==> src/rtl/sdiv_pkg.sv <==
package sdiv_pkg;

  localparam int unsigned NREG = 6;

  localparam int unsigned IDX_DIVISOR = 0;  // divisor
  localparam int unsigned IDX_DVD32   = 1;  // single-word launch / quotient
  localparam int unsigned IDX_REMHI   = 2;  // high dividend word / remainder
  localparam int unsigned IDX_QUOLO   = 3;  // double-word launch / quotient
  localparam int unsigned IDX_REMMIR  = 4;  // remainder copy
  localparam int unsigned IDX_QUOMIR  = 5;  // quotient copy

  function automatic int unsigned regOffset(input int unsigned idx);
    case (idx)
      IDX_DIVISOR: return 32'h100;
      IDX_DVD32:   return 32'h104;
      IDX_REMHI:   return 32'h110;
      IDX_QUOLO:   return 32'h114;
      IDX_REMMIR:  return 32'h118;
      default:     return 32'h11C;
    endcase
  endfunction

  typedef enum logic [1:0] {
    ST_IDLE   = 2'd0,
    ST_RUN    = 2'd1,
    ST_COMMIT = 2'd2
  } divState_e;

  typedef struct packed {
    logic load;    // capture operands, start iterating
    logic wide;    // double-word operation
    logic step;    // one restoring iteration
    logic commit;  // write signed results to registers
  } divStrobe_t;

endpackage

==> src/rtl/sdiv_regfile.sv <==
module sdiv_regfile
  import sdiv_pkg::*;
#(
  parameter int W      = 32,
  parameter int ADDR_W = 9
) (
  input  logic                     clk,
  input  logic                     rstN,
  input  logic                     wrEn,
  input  logic [ADDR_W-1:0]        addr,
  input  logic [W-1:0]             wrData,
  input  logic                     busy,
  input  logic                     commit,
  input  logic                     wideMode,
  input  logic [W-1:0]             quotient,
  input  logic [W-1:0]             remainder,
  output logic [NREG-1:0]          hitVec,
  output logic [NREG-1:0][W-1:0]   regQ,
  output logic [W-1:0]             rdData,
  output logic                     divisorZero
);

  logic [W-1:0]    regBank [NREG];
  logic [NREG-1:0] takeQuo;
  logic [NREG-1:0] takeRem;
  logic            wrAccept;

  assign wrAccept = wrEn && !busy;

  always_comb begin
    takeQuo = '0;
    takeRem = '0;
    takeQuo[IDX_QUOLO]  = 1'b1;
    takeQuo[IDX_QUOMIR] = 1'b1;
    takeQuo[IDX_DVD32]  = !wideMode;
    takeRem[IDX_REMHI]  = 1'b1;
    takeRem[IDX_REMMIR] = 1'b1;
  end

  for (genvar i = 0; i < NREG; i++) begin : g_reg
    localparam logic [ADDR_W-1:0] REG_ADDR = ADDR_W'(regOffset(i));

    assign hitVec[i] = (addr == REG_ADDR);

    always_ff @(posedge clk or negedge rstN) begin
      if (!rstN)
        regBank[i] <= '0;
      else if (commit && takeQuo[i])
        regBank[i] <= quotient;
      else if (commit && takeRem[i])
        regBank[i] <= remainder;
      else if (wrAccept && hitVec[i])
        regBank[i] <= wrData;
    end

    assign regQ[i] = regBank[i];
  end

  always_comb begin
    rdData = '0;
    for (int i = 0; i < NREG; i++) begin
      if (hitVec[i]) rdData = regBank[i];
    end
  end

  assign divisorZero = (regBank[IDX_DIVISOR] == '0);

endmodule

==> src/rtl/sdiv_ctrl.sv <==
module sdiv_ctrl
  import sdiv_pkg::*;
#(
  parameter int W = 32
) (
  input  logic       clk,
  input  logic       rstN,
  input  logic       wrEn,
  input  logic       hitNarrow,
  input  logic       hitWide,
  input  logic       divisorZero,
  output divStrobe_t strobe,
  output logic       busy
);

  localparam int CNT_W = $clog2(2 * W + 1);
  localparam logic [CNT_W-1:0] STEPS_NARROW = CNT_W'(W);
  localparam logic [CNT_W-1:0] STEPS_WIDE   = CNT_W'(2 * W);

  divState_e        stateQ;
  logic [CNT_W-1:0] stepCnt;
  logic             wideQ;
  logic             launch;

  assign busy   = (stateQ != ST_IDLE);
  assign launch = wrEn && !busy && (hitNarrow || hitWide) && !divisorZero;

  always_ff @(posedge clk or negedge rstN) begin
    if (!rstN) begin
      stateQ  <= ST_IDLE;
      stepCnt <= '0;
      wideQ   <= 1'b0;
    end else begin
      case (stateQ)
        ST_IDLE: begin
          if (launch) begin
            stateQ  <= ST_RUN;
            wideQ   <= hitWide;
            stepCnt <= hitWide ? STEPS_WIDE : STEPS_NARROW;
          end
        end
        ST_RUN: begin
          stepCnt <= stepCnt - 1'b1;
          if (stepCnt == CNT_W'(1)) stateQ <= ST_COMMIT;
        end
        ST_COMMIT: stateQ <= ST_IDLE;
        default:   stateQ <= ST_IDLE;
      endcase
    end
  end

  always_comb begin
    strobe.load   = launch;
    strobe.wide   = (stateQ == ST_IDLE) ? hitWide : wideQ;
    strobe.step   = (stateQ == ST_RUN);
    strobe.commit = (stateQ == ST_COMMIT);
  end

endmodule

==> src/rtl/sdiv_datapath.sv <==
module sdiv_datapath
  import sdiv_pkg::*;
#(
  parameter int W = 32
) (
  input  logic       clk,
  input  logic       rstN,
  input  divStrobe_t strobe,
  input  logic [W-1:0] wrData,
  input  logic [W-1:0] hiWord,
  input  logic [W-1:0] divisor,
  output logic [W-1:0] quotient,
  output logic [W-1:0] remainder
);

  localparam int DW = 2 * W;

  logic [DW-1:0] dvdFull;
  logic [DW-1:0] dvdMag;
  logic [W-1:0]  divMagIn;

  logic [DW-1:0] dqQ;        // dividend bits shifted out, quotient bits shifted in
  logic [W-1:0]  partialQ;   // running partial remainder magnitude
  logic [W-1:0]  divMagQ;
  logic          qNegQ;
  logic          rNegQ;

  logic [W:0]    trial;
  logic [W:0]    diff;
  logic          fits;

  assign dvdFull  = strobe.wide ? {hiWord, wrData} : {{W{wrData[W-1]}}, wrData};
  assign dvdMag   = dvdFull[DW-1] ? (~dvdFull + 1'b1) : dvdFull;
  assign divMagIn = divisor[W-1] ? (~divisor + 1'b1) : divisor;

  assign trial = {partialQ, dqQ[DW-1]};
  assign diff  = trial - {1'b0, divMagQ};
  assign fits  = (trial >= {1'b0, divMagQ});

  always_ff @(posedge clk or negedge rstN) begin
    if (!rstN) begin
      dqQ      <= '0;
      partialQ <= '0;
      divMagQ  <= '0;
      qNegQ    <= 1'b0;
      rNegQ    <= 1'b0;
    end else if (strobe.load) begin
      // a single-word magnitude sits in the upper half so only W steps are needed
      dqQ      <= strobe.wide ? dvdMag : {dvdMag[W-1:0], {W{1'b0}}};
      partialQ <= '0;
      divMagQ  <= divMagIn;
      qNegQ    <= dvdFull[DW-1] ^ divisor[W-1];
      rNegQ    <= dvdFull[DW-1];
    end else if (strobe.step) begin
      dqQ      <= {dqQ[DW-2:0], fits};
      partialQ <= fits ? diff[W-1:0] : trial[W-1:0];
    end else if (strobe.commit) begin
      dqQ      <= '0;
      partialQ <= '0;
    end
  end

  assign quotient  = qNegQ ? (~dqQ[W-1:0] + 1'b1) : dqQ[W-1:0];
  assign remainder = rNegQ ? (~partialQ + 1'b1) : partialQ;

endmodule

==> src/rtl/sdiv_unit.sv <==
module sdiv_unit
  import sdiv_pkg::*;
#(
  parameter int W      = 32,
  parameter int ADDR_W = 9
) (
  input  logic              clk,
  input  logic              rstN,
  input  logic              wrEn,
  input  logic [ADDR_W-1:0] addr,
  input  logic [W-1:0]      wrData,
  output logic [W-1:0]      rdData,
  output logic              busy
);

  divStrobe_t             strobe;
  logic [NREG-1:0]        hitVec;
  logic [NREG-1:0][W-1:0] regQ;
  logic                   divisorZero;
  logic [W-1:0]           quotient;
  logic [W-1:0]           remainder;

  sdiv_regfile #(.W(W), .ADDR_W(ADDR_W)) u_regs (
    .clk         (clk),
    .rstN        (rstN),
    .wrEn        (wrEn),
    .addr        (addr),
    .wrData      (wrData),
    .busy        (busy),
    .commit      (strobe.commit),
    .wideMode    (strobe.wide),
    .quotient    (quotient),
    .remainder   (remainder),
    .hitVec      (hitVec),
    .regQ        (regQ),
    .rdData      (rdData),
    .divisorZero (divisorZero)
  );

  sdiv_ctrl #(.W(W)) u_ctrl (
    .clk         (clk),
    .rstN        (rstN),
    .wrEn        (wrEn),
    .hitNarrow   (hitVec[IDX_DVD32]),
    .hitWide     (hitVec[IDX_QUOLO]),
    .divisorZero (divisorZero),
    .strobe      (strobe),
    .busy        (busy)
  );

  sdiv_datapath #(.W(W)) u_dp (
    .clk       (clk),
    .rstN      (rstN),
    .strobe    (strobe),
    .wrData    (wrData),
    .hiWord    (regQ[IDX_REMHI]),
    .divisor   (regQ[IDX_DIVISOR]),
    .quotient  (quotient),
    .remainder (remainder)
  );

endmodule

==> config.mk <==
export PLATFORM = sky130hd
export DESIGN_NAME = sdiv_unit
export DESIGN_NICKNAME = d
export VERILOG_FILES = /design/src/rtl/sdiv_pkg.sv /design/src/rtl/sdiv_regfile.sv /design/src/rtl/sdiv_ctrl.sv /design/src/rtl/sdiv_datapath.sv /design/src/rtl/sdiv_unit.sv
export SDC_FILE = /design/constraint.sdc
export NUM_CORES = 1
export LEC_CHECK = 0
export BUFFER_PORTS_ARGS = -buffer_cell sky130_fd_sc_hd__clkbuf_2
export CAP_MARGIN = 20
export CORE_ASPECT_RATIO = 1.25
export CORE_UTILIZATION = 25
export DETAILED_ROUTE_END_ITERATION = 10
export HOLD_SLACK_MARGIN = 0.03
export PLACE_DENSITY_LB_ADDON = 0.25
export SLEW_MARGIN = 10
export SYNTH_ARGS = -nofsm -noshare
export SYNTH_HDL_FRONTEND = slang
export SYNTH_SLANG_ARGS = --single-unit
export TNS_END_PERCENT = 20
==> constraint.sdc <==
create_clock -name clk -period 3.55 [get_ports clk]
set_input_delay 0.5325 -clock clk [delete_from_list [all_inputs] [get_ports clk]]
set_output_delay 0.5325 -clock clk [all_outputs]
set_load 0.02 [all_outputs]
* Word level (Yosys, flattened, before mapping) *
Index checks and enable logic that the tools add are counted.

storage, ports and cells
  flip-flop bits (word level) = 332
  bits of input ports = 44
  output and inout port bits = 33

operators by class
  $add $sub $neg = 6
  magnitude comparators = 1
  equal/unequal tests = 11
  multiplexer cells = 36
  bitwise gates (word level) = 5
  reduce and logical (&&, ||, !) cells = 27

operators with widths
  operator               count
  $mux 32                23
  $mux 64                6
  $add 32x1->32 const B  3
  $not 32->32            3
  $add 64x1->64 const B  1
  $not 64->64            1
  $eq 9x9->1 const B     6
  $ge 33x32->1           1
  $logic_not 32->1       1
  $sub 32x32->32         1
  $mux 7                 2
  $pmux 7 s2             1
  $reduce_bool 2->1      7
  $logic_and 1x1->1      10
  $eq 7x1->1 const B     1
  $sub 7x1->7 const B    1
  $reduce_and 2->1       3
  $mux 2                 2
  $ne 2x1->1 const B     2
  $pmux 2 s2             1
  $logic_not 1->1        3
  $reduce_bool 3->1      1
  $eq 2x1->1 const B     1
  $eq 2x2->1 const B     1
  4 further kinds        4

* Logic depth before layout (Yosys ltp) *
Gate-level depths: netlist of the first run.

  depth after elaboration = 8
  depth in mapped cells = 14
  mapped depth without buffers = 13

* Hierarchy *
Synthesis of the first run repeated with hierarchy kept, for this count alone.

unflattened totals
  cells, all modules = 2,586
  area total of the unflattened synthesis = 22,099.9 sq um

modules (own cells, without submodules)
  module         instances  cells an instance  area an instance (sq um)
  sdiv_datapath  1          1,384              11,039.3
  sdiv_regfile   1          1,147              10,512.6
  sdiv_ctrl      1          55                 548.0

* Worst setup path before layout of the first run *
No wires, ideal clock.

  path type = input port to flip-flop
  from = input port wrData[6]
  to = register u_dp.dqQ[46]
  setup time = 132 ps
  data arrival time = 3,095 ps
  data required time = 3,418 ps
  slack = 323 ps
  cell stages on the path = 10
  path through = buf_6 or4_4 or3_4 nor3_4 and4b_4 nand2_4 or4_4 o41ai_4 xor2_1 o21ai_1

on the way
  cells in the longest elaborated chain, start to end = 6

RTL lines
  element               line                 RTL
  start, declared       sdiv_unit.sv:11      input logic [W-1:0] wrData,
  $mux 64               sdiv_datapath.sv:32  assign dvdFull = strobe.wide ? {hiWord, wrData} : {{W{wrData[W-1]}}, wrData};
  $not 64->64           sdiv_datapath.sv:33  assign dvdMag = dvdFull[DW-1] ? (~dvdFull + 1'b1) : dvdFull;
  $add 64x1->64         sdiv_datapath.sv:33
  $mux 64               sdiv_datapath.sv:33
  $mux 64               sdiv_datapath.sv:49  dqQ <= strobe.wide ? dvdMag : {dvdMag[W-1:0], {W{1'b0}}};
  $mux 64               sdiv_datapath.sv:47  end else if (strobe.load) begin
  end signal, assigned  sdiv_datapath.sv:49
  end signal, assigned  sdiv_datapath.sv:55  dqQ <= {dqQ[DW-2:0], fits};
  end, declared         sdiv_datapath.sv:22  logic [DW-1:0] dqQ;

Every way passes these cells.
A chain may end at the register's enable or synchronous reset.

* Worst setup path after layout of the first run *
  from = input port addr[1]
  to = output port rdData[12]

on the way
  cells in the longest elaborated chain, start to end = 7

RTL lines
  element               line                RTL
  start, declared       sdiv_unit.sv:10     input logic [ADDR_W-1:0] addr,
  $eq 9x9->1            sdiv_regfile.sv:43  assign hitVec[i] = (addr == REG_ADDR);
  $mux 32 (5 in a row)  sdiv_regfile.sv:62  if (hitVec[i]) rdData = regBank[i];
  $mux 32 *             sdiv_regfile.sv:62
  end, declared         sdiv_unit.sv:12     output logic [W-1:0] rdData,

Mark *: on every way between the ends. The rest lies on a longest branch, timed or not.

==> results of run 1 <==
[through the flow]
stage	utilization [%]	hold WS [ns]
floorplan	-	0.237
global placement	28.6	0.460
detailed placement	28.6	0.465
CTS	30.2	0.327
global route	30.3	0.371
finish	30.3	0.349
[registers in the layout (all words and copies together), names as in the netlist]
register        flops
u_dp.dqQ           64
u_dp.rNegQ          1
u_regs.regQ       192
u_ctrl.stateQ       2
u_dp.partialQ      32
u_dp.qNegQ          1
u_ctrl.wideQ        1
u_ctrl.stepCnt      7
u_dp.divMagQ       32
[repair_timing]
action	CTS	global route
endpoints found under the setup margin	0	28
gates resized for setup	0	6
hold buffers	1	0
setup buffers	0	2
hold endpoints to repair	55	0
[critical path: stages]
cell and delay, ns:
clkbuf_2 0.09, or4b_1 0.58, buf_4 0.19, or2_1 0.28, nor3_2 0.20, buf_4 0.35, a22oi_1 0.16, nand3_1 0.15
o21ai_0 0.15, nand2_1 0.12, clkbuf_2 0.17
[metal layers]
layer / vias up / routed length, um
met2: 624 / 44300
met1: 9755 / 35100
met4: 0 / 4830
met3: 171 / 3760
met5: - / 0
li1: 9099 / -
[cells by family (layout without fill, tap and decap cells)]
logic type	Yosys count	in the layout	share of synthesized area, %
xor+xnor	166	166	7.06
compound gates	804	804	23.9
mux	61	61	3.23
flops	332	332	40.3
buf+inv	236	391	4.43
fa+ha+maj	39	39	2.40
other cells	0	3	0
simple gates	843	843	18.7
[worst max-delay path by stage]
stage               slack (ns)        from            to
floorplan                 0.32   wrData[6]  u_dp.dqQ[46]
global placement         -0.26  wrData[16]  u_dp.dqQ[63]
detailed placement       -0.21  wrData[16]  u_dp.dqQ[63]
CTS                       0.03     addr[1]    rdData[12]
global route             -0.04     addr[1]    rdData[12]
finish                   0.009     addr[1]    rdData[12]
[cell usage after synthesis (12+ instances only)]
| library cell | count | area, sq um |
|---|---|---|
| nand2_1 | 473 | 1780 |
| o21ai_0 | 350 | 1750 |
| dfrtp_1 | 332 | 8310 |
| clkbuf_1 | 145 | 544 |
| nor2_1 | 117 | 439 |
| xor2_1 | 116 | 1020 |
| a22oi_1 | 108 | 811 |
| a21oi_1 | 107 | 536 |
| inv_1 | 66 | 248 |
| nand3_1 | 52 | 260 |
| xnor2_1 | 50 | 438 |
| mux2_2 | 44 | 495 |
| o21ai_1 | 43 | 215 |
| o31ai_1 | 40 | 300 |
| ha_1 | 38 | 475 |
| and3_1 | 28 | 175 |
| or3_1 | 26 | 163 |
| nor4_1 | 23 | 144 |
| or4_1 | 22 | 165 |
| nor3_1 | 21 | 105 |
| o41ai_1 | 19 | 166 |
| mux2i_1 | 17 | 170 |
| a31oi_1 | 16 | 100 |
| a221oi_1 | 15 | 131 |
| nand4_1 | 14 | 87.6 |
| buf_2 | 13 | 65.1 |
| a21o_1 | 12 | 90.1 |
| a22o_1 | 12 | 105 |
| nand2b_1 | 12 | 75.1 |
[area by class of cell]
type                            count  area (sq um)  area share (%)
Tap cell                         1071          1340            5.42
Antenna cell                        3          7.51          0.0304
Sequential cell                   332          8310            33.6
Clock inverter                     20           228           0.921
Multi-Input combinational cell   1913         11500            46.6
Inverter                           66           248            1.00
Clock buffer                       51          1080            4.38
Timing Repair Buffer              254          1980            8.02
[power by group]
part	switching, mW	total, mW	internal, mW	leakage, nW
registers	0.823	5.18	4.35	4.31
clock network	1.80	4.25	2.46	0.634
logic	3.08	5.25	2.17	5.65
total	5.70	14.7	8.98	10.6
==> flow_summary.toml, run 1 <==
[synth]
yosysWarnings = 0
synth_edf_count = 0
synth_area_sq_um = 20600
synth_area_per_cell_sq_um = 8.31
seq_area_frac_synth_pct = 40.3
synth_cell_type_count = 83
yosys_register_bits = 332
async_flop_share_pct = 100
synth_flop_cell = "dfrtp_1"
postSynthCellCount = 2481
syn_nets = 2564

[timing]
finalSetupTns_ns = 0
timing.final.ws_setup_ns = 0.00873
skew_ns = 0.0246
rsz0062_at_grt = "true"
finalCriticalPeriod_ns = 3.54
fmaxAchievable_mhz = 282
fin_crit_sh_pct = 99.8
slew_viol_final = 0
final_hold_viol_count = 0
slew_headroom_pct = 45.6
tightest_slew_ns = 0.809
finalSetupViolCount = 0

[floorplanning]
dieArea_sq_um = 83600
initial_utilization_pct = 25.3
die_h_um = 323
rows = 117
ios = 77
die_w_um = 259
core_area_sq_um = 81500

[grt]
antenna_found_initial = 3
grtUsageMet1_pct = 24.3
grt_pass1_vias = 19500
busiest_layer = "met2"
grt_usage_pct = 20.6
grt_pass1_wl_mm = 129
use_met3_pct = 2.17
overflow = 0
grt_max_degree = 83
met2_usage_pct = 36.7

[place]
io_buffers = 76
place_area_sq_um = 23300
place_ws_ns = -0.213
dp_hpwl_mm = 66.4
placed_cells = 3632
gp_congestion = 1.03

[cells_and_area]
mostFrequentLayoutCell = "nand2_1"
num-nets-final = 2689
fillCellCount = 8675
final_cells = 3710
area_growth_pct = 20.0
layout_common_cells = "nand2_1 (472), o21ai_0 (348), dfrtp_1 (332), buf_4 (157), xor2_1 (116)"
drive_gt1_share_pct = 15.7
final_area_sq_um = 24700

[route]
vias_per_cell = 5.30
vias = 19600
drt_iter0_drc = 1547
wire_per_inst_um = 23.7
postRouteAntennaNets = 0
drc = 0
drt_wl_total_mm = 87.9
first_pass_iters = 5

[setup_path]
path_max_fanout = 20
r2r-start = "u_regs.regQ[12]"
arrival_ns = 3.01
r2r-end = "u_dp.dqQ[52]"
startpoint_type = "primary input"
r2r_setup_slack_ns = 0.11
reg2reg_depth = 9
crit_required_ns = 3.02
crit_path_end_kind = "output port"
worstSetupPathType = "in2out"

[worst_hold_path]
worstHoldPathCells = 3
hold_end = "u_regs.regQ[32]"
min_from = "wrData[0]"
min_path_type = "in2reg"

[pwr]
power_leakage_nw = 10.6
powerDensity_nw_per_um2 = 594
finalPower_mw = 14.7
ir_drop_uv = 449

[clocking]
clkTransAtPathRegs_ns = 0.07
cts_root_buffer = "clkbuf_16"
cts.sink_count = 332
htree_levels = 2
cts-buffers-inserted = 39
clk_path_buf_depth = 3
cts_tree = "done"
clk_latency_ns = 0.57

[outcome]
status = "complete, no violations"

[run]
max_cap_viol_count = 0
Power figures use the tool's default switching activity.
==> inputs of run 2 (changes only) <==
--- a/config.mk
+++ b/config.mk
@@ -8,7 +8,7 @@
 export BUFFER_PORTS_ARGS = -buffer_cell sky130_fd_sc_hd__clkbuf_2
 export CAP_MARGIN = 20
 export CORE_ASPECT_RATIO = 1.25
-export CORE_UTILIZATION = 25
+export CORE_UTILIZATION = 55
 export DETAILED_ROUTE_END_ITERATION = 10
 export HOLD_SLACK_MARGIN = 0.03
 export PLACE_DENSITY_LB_ADDON = 0.25
==> flow_summary.toml, run 2 (synthesis gave the netlist of run 1 again) <==
[outcome]
status = "complete, no violations"

[cells_and_area]
drive_gt1_share_pct = 14.1
num-nets-final = 2652
mostFrequentLayoutCell = "nand2_1"
area_growth_pct = 14.0
layout_common_cells = "nand2_1 (472), o21ai_0 (348), dfrtp_1 (332), buf_4 (126), xor2_1 (116)"
fillCellCount = 3181
multi_input_area_sq_um = 11500
antenna_cells = 0
final_util_pct = 64.2
largest_reg_flops = 192
seq_area_sq_um = 8310

[timing]
skew_ns = 0.0280
slew_viol_final = 0
finalSetupViolCount = 0
rsz0062_at_grt = "true"
timing.final.ws_setup_ns = 0.113
fin_crit_sh_pct = 96.8
fmaxAchievable_mhz = 291
tightest_slew_ns = 1.10
whs_ns = 0.361
final_hold_viol_count = 0
finalCriticalPeriod_ns = 3.44
slew_headroom_pct = 26.6

[route]
drt_wl_total_mm = 76.0
vias_per_cell = 6.63
first_pass_iters = 6
drc = 0
vias = 20400
postRouteAntennaNets = 0
wire_per_inst_um = 24.8
drt_iter0_drc = 2343

[pwr]
p_sw_share_pct = 38.4
p_int_mw = 8.70
p_comb_share_pct = 36.4
power.share.clock_pct = 26.8
seqPwrFrac_pct = 36.7
power_leakage_nw = 10.3
ir_drop_uv = 763
powerDensity_nw_per_um2 = 601
switching_power_mw = 5.42

[setup_path]
crit_start = "addr[1]"
path_cells = "clkbuf_2, or4b_1, or2_1, buf_4, nor3_2, buf_12, a22oi_1, nand3_1, o21ai_0, nand2_1, clkbuf_2"
r2r_setup_slack_ns = 0.21
path_max_fanout = 33
crit_top_cell = "clkbuf_2"
reg2reg_depth = 12
cpMaxStageDelayCell = "or4b_1"
crit_path_max_incr_delay_ns = 0.63
r2r-start = "u_regs.regQ[12]"
worstSetupPathType = "in2out"
cp_top_family = "simple AND/OR/NAND/NOR gates"
crit_path_end_kind = "output port"
arrival_ns = 2.90
r2r-end = "u_dp.partialQ[16]"
startpoint_type = "primary input"
crit_buf_inv = 4
crit_required_ns = 3.02

[grt]
grt_usage_pct = 40.0
grt_pass1_vias = 19500
overflow = 0
use_met3_pct = 7.60
grt_pass1_wl_mm = 116
antenna_found_initial = 0
met2_usage_pct = 64.4
grtUsageMet1_pct = 51.6
grt_max_degree = 100
busiest_layer = "met2"

[place]
dp_hpwl_mm = 56.1
io_buffers = 76
place_ws_ns = 0.00595
gp_congestion = 1.05

[floorplanning]
initial_utilization_pct = 56.3
die_w_um = 175
die_h_um = 218
core_area_sq_um = 36600
rows = 78
dieArea_sq_um = 38200
ios = 77

[clocking]
clk_path_buf_depth = 3
cts_root_buffer = "clkbuf_16"
cts_tree = "done"
clk_latency_ns = 0.55
htree_levels = 2
cts.sink_count = 332
clkTransAtPathRegs_ns = 0.06
cts-buffers-inserted = 36

[worst_hold_path]
min_path_type = "in2reg"
min_from = "wrData[30]"
worstHoldPathCells = 3
hold_end = "u_regs.regQ[62]"

[run]
max_cap_viol_count = 0
## run 2: area by class of cell
class                   count  area share (%)
multi-input cells        1913            49.0
repair buffers            220            7.18
well taps                 480            2.56
clock buffers              48            4.42
clock inverters            12           0.469
flip-flops and latches    332            35.4
inverters                  66            1.05
## run 2: power by group through the flow
stage	combinational, mW	clock, mW	sequential, mW
6_report	5.14	3.79	5.19
5_1_grt	5.67	3.93	5.26
4_1_cts	5.07	3.79	5.14
3_5_place_dp	5.04	0	5.21
3_3_place_gp	4.91	0	5.18
2_1_floorplan	3.62	0	4.93
## run 2: repair_timing
item / CTS / global route
buffers inserted: 0 / 0
hold endpoints to repair: 14 / 0
gates resized for setup: 0 / 3
endpoints found under the setup margin: 0 / 11
hold buffers: 1 / 0
## run 2: through the flow
stage | setup TNS, ns | std cells | instance area (sq um) | power [mW]
2_1_floorplan | 0 | 2481 | 20600 | 8.55
3_5_place_dp | 0 | 3010 | 22300 | 10.2
5_1_grt | -0.0384 | 3071 | 23500 | 14.9
4_1_cts | 0 | 3071 | 23500 | 14.0
3_3_place_gp | 0 | 3010 | 22300 | 10.1
6_report | 0 | 3071 | 23500 | 14.1
## run 2: how the worst max path moves through the flow
stage | cells past startpoint | slack (ns) | end
finish | 11 | 0.11 | rdData[19]
global route | 11 | -0.04 | rdData[19]
CTS | 10 | 0.09 | u_dp.dqQ[38]
detailed placement | 11 | 0.006 | u_dp.dqQ[63]
global placement | 10 | 0.06 | u_dp.dqQ[56]
floorplan | 10 | 0.32 | u_dp.dqQ[46]
## run 2: routing by layer
layer,vias up,share of wire [%]
met5,-,0
met4,0,5.5
met3,248,9.6
met2,1143,47
met1,9942,38
li1,9026,-
## run 2: tightest hold or removal path, stage by stage
cell	delay, ns
clkbuf_2	0.16
nand2_1	0.09
a31oi_1	0.07
==> inputs of run 3 (changes only) <==
--- a/config.mk
+++ b/config.mk
@@ -12,6 +12,7 @@
 export DETAILED_ROUTE_END_ITERATION = 10
 export HOLD_SLACK_MARGIN = 0.03
 export PLACE_DENSITY_LB_ADDON = 0.25
+export RECOVER_POWER = 100
 export SLEW_MARGIN = 10
 export SYNTH_ARGS = -nofsm -noshare
 export SYNTH_HDL_FRONTEND = slang
==> flow_summary.toml, run 3 (synthesis gave the netlist of run 1 again) <==
[outcome]
status = "finished with violations"
violations = "max-capacitance violations, max-slew violations"

[grt]
grt_pass1_vias = 19500
grt_max_degree = 100
grt_pass1_wl_mm = 116
overflow = 0
antenna_found_initial = 0
grt_usage_pct = 40.0

[pwr]
power_leakage_nw = 10.2
powerDensity_nw_per_um2 = 603
ir_drop_uv = 757

[setup_path]
crit_path_max_incr_delay_ns = 0.49
cpMaxStageDelayCell = "o21ai_1"
startpoint_type = "flop"
path_max_fanout = 9
worstSetupPathType = "reg2reg"
path_cells = "o21ai_1, o41a_1, clkbuf_1, nand2_1, nand2_1, buf_4, o21ai_0, xnor2_1, buf_2, a22oi_1, nand2_1"
arrival_ns = 3.95
crit_required_ns = 3.97
crit_top_cell = "nand2_1"
crit_path_end_kind = "flop"
reg2reg_depth = 11

[worst_hold_path]
worstHoldPathCells = 3
min_path_type = "in2reg"

[timing]
rsz0062_at_grt = "true"
fmaxAchievable_mhz = 283
slew_headroom_pct = -52.2
finalSetupViolCount = 0
fin_crit_sh_pct = 99.5
tightest_slew_ns = 2.28
skew_ns = 0.0267
whs_ns = 0.370
slew_viol_final = 78
finalCriticalPeriod_ns = 3.53
final_hold_viol_count = 0

[clocking]
cts.sink_count = 332
htree_levels = 2
cts_tree = "done"
clk_latency_ns = 0.55
cts_root_buffer = "clkbuf_16"
clk_path_buf_depth = 3
cts-buffers-inserted = 36
clkTransAtPathRegs_ns = 0.06

[route]
drc = 0
wire_per_inst_um = 24.8
drt_iter0_drc = 2501
drt_wl_total_mm = 76.1
vias_per_cell = 6.62
first_pass_iters = 9
vias = 20300
postRouteAntennaNets = 0

[cells_and_area]
fillCellCount = 3225
num-nets-final = 2652
final_area_sq_um = 23300
drive_gt1_share_pct = 13.0
layout_common_cells = "nand2_1 (472), o21ai_0 (369), dfrtp_1 (332), nor2_1 (116), xor2_1 (116)"
area_growth_pct = 13.3
final_util_pct = 63.8
largest_reg_flops = 192
mostFrequentLayoutCell = "nand2_1"
antenna_cells = 0

[place]
io_buffers = 76
gp_congestion = 1.05
dp_hpwl_mm = 56.1
place_area_sq_um = 22300

[floorplanning]
rows = 78
ios = 77
die_h_um = 218
core_area_sq_um = 36600
die_w_um = 175
dieArea_sq_um = 38200
initial_utilization_pct = 56.3

[run]
max_cap_viol_count = 1
run 3: changes by cell type in the layout (fill, tap and decap cells not counted), moves of 2 or more:
cell / change
clkbuf_4: +3
nor2_1: +3
or2_1: -2
buf_2: +2
nor2_4: -2
or2_0: +2
o21ai_1: -21
buf_4: -22
clkbuf_2: -3
o21ai_0: +21
buf_12: -2
clkbuf_1: +22
run 3: through the flow:
| stage | power, mW | setup WS [ns] | setup TNS [ns] | instances |
|---|---|---|---|---|
| detailed placement | 10.2 | 0.00595 | 0 | 3010 |
| CTS | 14.0 | 0.0949 | 0 | 3071 |
| finish | 14.1 | 0.0192 | 0 | 3071 |
| floorplan | 8.55 | 0.323 | 0 | 2481 |
| global placement | 10.1 | 0.0582 | 0 | 3010 |
| global route | 14.8 | -0.0384 | -0.165 | 3071 |
run 3: worst max-delay path: cells and delay by family, from the launching register on:
family | cells | cell delay (ns)
compound gates | 4 | 1.46
xor+xnor | 1 | 0.24
buf+inv | 3 | 0.79
flops | 1 | 0.48
simple gates | 3 | 0.46
run 3: path summary, 6_finish.rpt:
| path | start | slack (ns) | endpoint |
|---|---|---|---|
| hold / removal | wrData[30] | 0.37 | u_regs.regQ[62] |
| hold reg to reg | u_regs.regQ[137] | 0.48 | u_regs.regQ[137] |
| setup reg to reg | u_ctrl.stateQ[0] | 0.02 | u_dp.dqQ[19] |
| setup / recovery | u_ctrl.stateQ[0] | 0.02 | u_dp.dqQ[19] |
| min in group asynchronous | rstN | 1.20 | u_regs.regQ[181] |
| max in group asynchronous | rstN | 0.98 | u_regs.regQ[170] |
run 3: layout make-up:
type                    instances  area, sq um  share of cell area, %
well taps                     480          601                   2.57
inverters                      66          248                   1.06
flip-flops and latches        332         8310                   35.6
multi-input cells            1913        11500                   49.1
clock buffers                  48         1040                   4.44
clock inverters                12          110                  0.472
repair buffers                220         1580                   6.76
run 3: repair_timing:
action | CTS | global route
endpoints found under the setup margin | 0 | 11
hold endpoints to repair | 14 | 0
hold buffers | 1 | 0
resized for setup | 0 | 3
setup buffers | 0 | 0
run 3: routing by layer:
| layer | wire length [um] | up-vias | track usage, % |
|---|---|---|---|
| li1 | - | 9035 | - |
| met3 | 7560 | 240 | 7.60 |
| met5 | 0 | - | 0 |
| met1 | 28900 | 9909 | 51.6 |
| met4 | 4120 | 0 | 20.3 |
| met2 | 35500 | 1160 | 64.4 |
run 3: where the power goes:
group | leakage, nW | total (mW) | internal [mW] | switching, mW
sequential | 4.31 | 5.19 | 4.35 | 0.838
clock | 0.578 | 3.77 | 2.19 | 1.58
combinational | 5.33 | 5.11 | 2.14 | 2.97
